$ cat src/rtl/burst_addr_pkg.sv
package burst_addr_pkg;

    localparam int BEAT_W = 2;

    typedef logic [BEAT_W-1:0] beat_t;

    typedef enum logic {
        ORDER_WRAP = 1'b0,
        ORDER_XCHG = 1'b1
    } order_e;

    typedef struct packed {
        logic load_en;
        logic step_en;
    } ctl_t;

    function automatic beat_t map_beat(order_e ord, beat_t start, beat_t idx);
        if (ord == ORDER_XCHG) begin
            return start ^ idx;
        end
        return beat_t'(start + idx);
    endfunction

endpackage

$ cat src/rtl/bag_ctl_decode.sv
module bag_ctl_decode
    import burst_addr_pkg::*;
(
    input  logic freeze,
    input  logic advance,
    output ctl_t ctl
);
    always_comb begin
        ctl.load_en = !freeze && !advance;
        ctl.step_en = !freeze && advance;
    end
endmodule

$ cat src/rtl/bag_start_reg.sv
module bag_start_reg
    import burst_addr_pkg::*;
#(
    parameter int ADDR_W = 20
) (
    input  logic              clk,
    input  logic              rst,
    input  ctl_t              ctl,
    input  logic [ADDR_W-1:0] addr_in,
    output logic [ADDR_W-1:0] start_q
);
    always_ff @(posedge clk) begin
        if (rst) begin
            start_q <= '0;
        end else if (ctl.load_en) begin
            start_q <= addr_in;
        end
    end

    // the captured start moves only on a load
    assert_start_held_R7: assert property (@(posedge clk) disable iff (rst)
        !ctl.load_en |=> $stable(start_q));
endmodule

$ cat src/rtl/bag_beat_ctr.sv
module bag_beat_ctr
    import burst_addr_pkg::*;
(
    input  logic  clk,
    input  logic  rst,
    input  ctl_t  ctl,
    output beat_t beat_q
);
    always_ff @(posedge clk) begin
        if (rst) begin
            beat_q <= '0;
        end else if (ctl.load_en) begin
            beat_q <= '0;
        end else if (ctl.step_en) begin
            beat_q <= beat_t'(beat_q + 1'b1);
        end
    end

    assert_beat_step_R6: assert property (@(posedge clk) disable iff (rst)
        ctl.step_en |=> beat_q == beat_t'($past(beat_q) + 1'b1));

    assert_beat_restart_R8: assert property (@(posedge clk) disable iff (rst)
        ctl.load_en |=> beat_q == '0);
endmodule

$ cat src/rtl/bag_low_map.sv
module bag_low_map
    import burst_addr_pkg::*;
(
    input  order_e ord,
    input  beat_t  start_lo,
    input  beat_t  beat,
    output beat_t  low_out
);
    always_comb begin
        low_out = map_beat(ord, start_lo, beat);
    end
endmodule

$ cat src/rtl/burst_addr_gen.sv
module burst_addr_gen
    import burst_addr_pkg::*;
#(
    parameter int ADDR_W = 20
) (
    input  logic              clk,
    input  logic              rst,
    input  logic              freeze,
    input  logic              advance,
    input  logic              order_xor,
    input  logic [ADDR_W-1:0] addr_in,
    output logic [ADDR_W-1:0] addr_out
);
    localparam int HI_W = ADDR_W - BEAT_W;

    ctl_t              ctl;
    logic [ADDR_W-1:0] start_q;
    beat_t             beat_q;
    beat_t             low_w;
    order_e            ord;

    assign ord = order_e'(order_xor);

    bag_ctl_decode u_dec (
        .freeze  (freeze),
        .advance (advance),
        .ctl     (ctl)
    );

    bag_start_reg #(.ADDR_W(ADDR_W)) u_start (
        .clk     (clk),
        .rst     (rst),
        .ctl     (ctl),
        .addr_in (addr_in),
        .start_q (start_q)
    );

    bag_beat_ctr u_beat (
        .clk    (clk),
        .rst    (rst),
        .ctl    (ctl),
        .beat_q (beat_q)
    );

    bag_low_map u_map (
        .ord      (ord),
        .start_lo (start_q[BEAT_W-1:0]),
        .beat     (beat_q),
        .low_out  (low_w)
    );

    assign addr_out = {start_q[ADDR_W-1:BEAT_W], low_w};

    assert_reset_zero_R1: assert property (@(posedge clk) disable iff (rst)
        $past(rst) |-> addr_out == '0);

    assert_load_addr_R2: assert property (@(posedge clk) disable iff (rst)
        !freeze && !advance |=> addr_out == $past(addr_in));

    assert_upper_fixed_R5: assert property (@(posedge clk) disable iff (rst)
        !freeze && advance |=> $stable(addr_out[ADDR_W-1:BEAT_W]));

    assert_hold_out_R7: assert property (@(posedge clk) disable iff (rst)
        freeze && $stable(order_xor) |=> $stable(addr_out));

    initial begin
        assert (HI_W >= 1) else $error("ADDR_W must exceed the beat width");
    end
endmodule

$ cat config.mk
export PLATFORM = sky130hd
export DESIGN_NAME = burst_addr_gen
export DESIGN_NICKNAME = d
export VERILOG_FILES = /design/src/rtl/burst_addr_pkg.sv /design/src/rtl/bag_ctl_decode.sv /design/src/rtl/bag_start_reg.sv /design/src/rtl/bag_beat_ctr.sv /design/src/rtl/bag_low_map.sv /design/src/rtl/burst_addr_gen.sv
export SDC_FILE = /design/constraint.sdc
export NUM_CORES = 1
export LEC_CHECK = 0
export BUFFER_PORTS_ARGS = -buffer_cell sky130_fd_sc_hd__buf_2
export CAP_MARGIN = 30
export CORE_MARGIN = 4
export CORE_UTILIZATION = 40
export CTS_CLUSTER_SIZE = 24
export DETAILED_ROUTE_END_ITERATION = 10
export PLACE_DENSITY = 0.7
export SLEW_MARGIN = 40
export SYNTH_ARGS = -nofsm -noshare
export SYNTH_HDL_FRONTEND = slang
export SYNTH_HIERARCHICAL = 1
export SYNTH_SLANG_ARGS = --single-unit
$ cat constraint.sdc
create_clock -name clk -period 2.1 [get_ports clk]
set_input_delay 0.42 -clock clk [delete_from_list [all_inputs] [get_ports clk]]
set_output_delay 0.42 -clock clk [all_outputs]
set_load 0.05 [all_outputs]
Yosys cells after proc, flatten, opt, wreduce, memory -nomap -nowiden
Index checks and enable logic that the tools add are counted.
{"block": "op_classes", "add_sub_neg": 2, "n_mul": 0, "n_div": 0, "n_lt_le_gt_ge": 0, "eq_ne": 0, "shifts": 0, "mux": 3, "n_bitwise": 1, "n_reduce_logical": 5}
{"cell": "2-bit two-way mux", "n": 2}
{"cell": "2-bit by 1-bit adder with 2-bit output, second input constant", "n": 1}
{"cell": "2-bit adder", "n": 1}
{"cell": "1-bit logical AND", "n": 2}
{"cell": "1-bit zero test", "n": 2}
{"cell": "2-bit OR reduction", "n": 1}
{"cell": "2-bit XOR", "n": 1}
{"cell": "1-bit two-way mux", "n": 1}
{"block": "totals", "reg_bits": 22, "latchBits": 0, "ramBits": 0, "romBits": 0, "in_bits": 25, "output_inout_bits": 20, "word_cells": 13, "mem_count": 0}

Depth between registers and ports, before layout
{"block": "depth", "depth_word": 3, "ltp_mapped": 4, "mapped_depth_nobuf": 3}

By module
Netlist, hierarchy kept.
{"mod": "bag_start_reg", "instances": 1, "cells_each": 64, "area_per_inst_um2": 705.7, "seq_area_each_um2": 400.4}
{"mod": "bag_beat_ctr", "instances": 1, "cells_each": 8, "area_per_inst_um2": 85.1, "seq_area_each_um2": 40.0}
{"mod": "bag_low_map", "instances": 1, "cells_each": 4, "area_per_inst_um2": 36.3, "seq_area_each_um2": 0.0}
{"mod": "bag_ctl_decode", "instances": 1, "cells_each": 2, "area_per_inst_um2": 12.5, "seq_area_each_um2": 0.0}

Least setup slack after synthesis
OpenSTA, ideal clock, no wires.
{"block": "synth_timing", "path_type": "register to output", "startpoint": "register u_beat.beat_q[0]", "endpoint": "output addr_out[1]", "t_arrival_ns": 1.437, "required_ns": 1.680, "path_slack_ns": 0.243, "stages_incl_launch_ff": 4, "n_path_buf": 0, "cell_sequence": "dfxtp_1 -> ha_1 -> nor2b_1 -> xnor2_1"}
{"block": "synth_between", "elab_chain_cells": 2}
{"item": "start, declared", "line_no": "bag_beat_ctr.sv:7", "source": "output beat_t beat_q"}
{"item": "start signal, assigned", "line_no": "bag_beat_ctr.sv:15", "source": "beat_q <= beat_t'(beat_q + 1'b1);"}
{"item": "2-bit adder", "line_no": "burst_addr_pkg.sv:21", "source": "return beat_t'(start + idx);"}
{"item": "2-bit two-way mux", "line_no": "burst_addr_pkg.sv:21"}
{"item": "end, declared", "line_no": "burst_addr_gen.sv:12", "source": "output logic [ADDR_W-1:0] addr_out"}
No other way between the ends.

Worst setup path in the final report
Same ends and word-level chain as after synthesis.

==> qor.csv <==
stage;metric;value;unit
outcome;status;completed;
route;post_drt_wl_per_cell;11.53;µm
layout;syn2layout_area_growth;31.45;%
timing;fmax;548.4;MHz
yosys;synthDistinctLibCells;13;
clock_network;htreeDepth;1;
worst_setup_path;crit_path_start_kind;register;
timing;totalNegativeSetupSlack;0;ps
timing;min_period_over_period;0.8683;
route;antenna_left;0;
timing;hold_viol;0;
worst_setup_path;reg2reg_depth;2;
global_route;antenna_found_initial;0;
yosys;mappedNetlistNets;104;
route;wl;1.730;mm
clock_network;cts_tree;yes;
floorplanning;die_w;53.82;µm
route;first_pass_iters;2;
worst_setup_path;setup.worst_path.end_class;output port;
timing;drv_slew;0;
clock_network;ctsResizeCount;0;
worst_setup_path;cp.arrival;1400;ps
place;portBuffers;44;
yosys;synthCells;78;
layout;diodes;0;
layout;fin_area;1104;µm²
hold_path;hold_path_end;u_start/start_q[18];
clock_network;ctsHoldBuffers;0;
timing;fin_skew;4.437;ps
power_and_ir_drop;irDropWorstVdd;0.4353;mV
hold_path;hold_path_startpoint;addr_in[18];
hold_path;hold_depth;3;
floorplanning;fp.dieArea;2896;µm²
worst_setup_path;cp.required;1680;ps
route;highest_layer;met4;
global_route;grt-ovfl-total;0;
route;drcViolationCount;0;
floorplanning;coreArea;1982;µm²
floorplanning;start_util;0.4236;
timing;setup_viol;0;
worst_setup_path;crit_type;register to output port;
timing;worst_pin_slew;375.2;ps
flow_run;drv_cap;0;
clock_network;cts_setup_buffers;0;
global_route;grt_pass1_wl;2.587;mm
hold_path;hp-class;primary input to register;
clock_network;clock_latency;300;ps
yosys;synthesis.area;839.6;µm²
timing;period_needed;1823;ps
place;dpl_cell_area;1081;µm²
clock_network;numCtsBuffers;3;
place;gp_congestion;0.6669;
clock_network;root_buffer;clkbuf_4;
power_and_ir_drop;p_leak;0.0005424;µW
yosys;yosysSeqAreaShare;0.5246;
floorplanning;rows;16;
worst_setup_path;r2r_setup_slack;1360;ps
route;first_iter_violations;1;
worst_setup_path;critPathMaxFanout;4;
global_route;first_global_vias;633;
power_and_ir_drop;powerDensity;728.6;nW/µm²
yosys;synth_area_per_cell;10.76;µm²
place;hpwlAfterDp;1.389;mm
floorplanning;die_h;53.82;µm
route;dr_wl_met2;893;µm
layout;nNetsFinal;151;
yosys;ys_warn_count;6;
route;vias;679;
route;wl_met3;82;µm
yosys;synth_seq_cells;22;
global_route;gr-usage-all-layers;0.1278;
worst_setup_path;rr_endpoint;u_beat/beat_q[1];
clock_network;cts.sinks;22;
timing;rsz0062_at_grt;no;
worst_setup_path;reg2reg_from;u_beat/beat_q[1];
clock_network;cts_buffer_depth;2;
clock_network;clkSlewWorstSetupHoldPaths;110;ps
global_route;grt_max_degree;22;
route;vias_per_cell;4.527;
floorplanning;io_pins;45;
route;wl_met1;721;µm
layout;drive_above_1_share;0.4228;
timing;slew_headroom;0.7496;
[critical path, cell delays in order, from the launching register on]
cell     delay (ps)
dfxtp_1         410
ha_1            160
nor2b_1         150
xnor2_1         120
buf_2           270
[where the power goes]
group | total, µW | switching (µW) | internal [µW]
Clock | 182 | 115 | 66.8
Combinational | 174 | 116 | 57.8
Sequential | 448 | 10.7 | 437
[Yosys cell counts]
master	count	area [µm²]
dfxtp_1	22	440.4
nor2_1	22	82.58
mux2i_1	20	200.2
xnor2_1	3	26.28
buf_6	2	22.52
clkbuf_1	2	7.510
a21bo_1	1	10.01
a21oi_2	1	8.760
ha_1	1	12.51
nand3b_1	1	7.510
nor2b_1	1	6.260
nor2b_2	1	8.760
or2_1	1	6.260
[registers in the layout (all words and copies together), names as in the netlist]
| signal | count |
|---|---|
| u_start/start_q | 20 |
| u_beat/beat_q | 2 |
[per-layer routing]
metal	global-route usage	vias to the layer above
met1	0.1392	312
met5	0	-
met3	0.02770	4
met2	0.2177	19
met4	0.08936	0
li1	-	344
[cells by family after synthesis]
family	after synthesis	share of synthesized area
adders and majority gates	1	0.01490
xor gates and xnor gates	3	0.03130
buffers and inverters	4	0.03577
AOI/OAI and AO/OA	2	0.02236
DFF	22	0.5246
muxes	20	0.2384
and+or+nand+nor	26	0.1327
[worst max-delay path by stage]
stage	startpoint	to	slack, ps	depth (start not counted)
finish	u_beat/beat_q[0]	addr_out[1]	280	4
global route	u_beat/beat_q[0]	addr_out[1]	150	4
CTS	u_beat/beat_q[0]	addr_out[1]	250	4
detailed placement	freeze	u_start/start_q[9]	540	5
global placement	freeze	u_start/start_q[8]	590	5
floorplan	u_beat/beat_q[0]	addr_out[1]	240	3
[per-stage QoR]
stage / hold slack, ps / setup WS [ps] / power [µW] / instances / utilization
2_1_floorplan: 467.1 / 243.4 / 583.6 / 78 / -
3_3_place_gp: 469.7 / 586.4 / 628.8 / 147 / 0.5455
3_5_place_dp: 482.0 / 540.0 / 633.2 / 147 / 0.5455
4_1_cts: 343.0 / 248.6 / 812.5 / 150 / 0.5568
5_1_grt: 349.7 / 151.0 / 845.0 / 150 / 0.5568
6_report: 347.9 / 276.6 / 804.0 / 150 / 0.5568
[area by class of cell]
cell class | instances | area (µm²)
sequential | 22 | 440.4
clock buffer | 3 | 22.52
tap | 27 | 33.78
multi-input combinational | 52 | 371.6
timing repair buffer | 46 | 235.2
fill | 181 | 878.3
[cell usage in the layout, fill, tap and decap left out]
| cell type | netlist | layout |
|---|---|---|
| ha_1 | 1 | 1 |
| buf_2 | 0 | 44 |
| xnor2_1 | 3 | 3 |
| a21bo_1 | 1 | 1 |
| mux2i_1 | 20 | 20 |
| dfxtp_1 | 22 | 22 |
| nor2b_2 | 1 | 1 |
| buf_4 | 0 | 2 |
| or2_1 | 1 | 1 |
| nor2_2 | 0 | 1 |
| nor2b_1 | 1 | 1 |
| a21oi_2 | 1 | 1 |
| nand3b_1 | 1 | 1 |
| clkbuf_4 | 0 | 3 |
| nor2_1 | 22 | 21 |
Power figures use the tool's default switching activity.
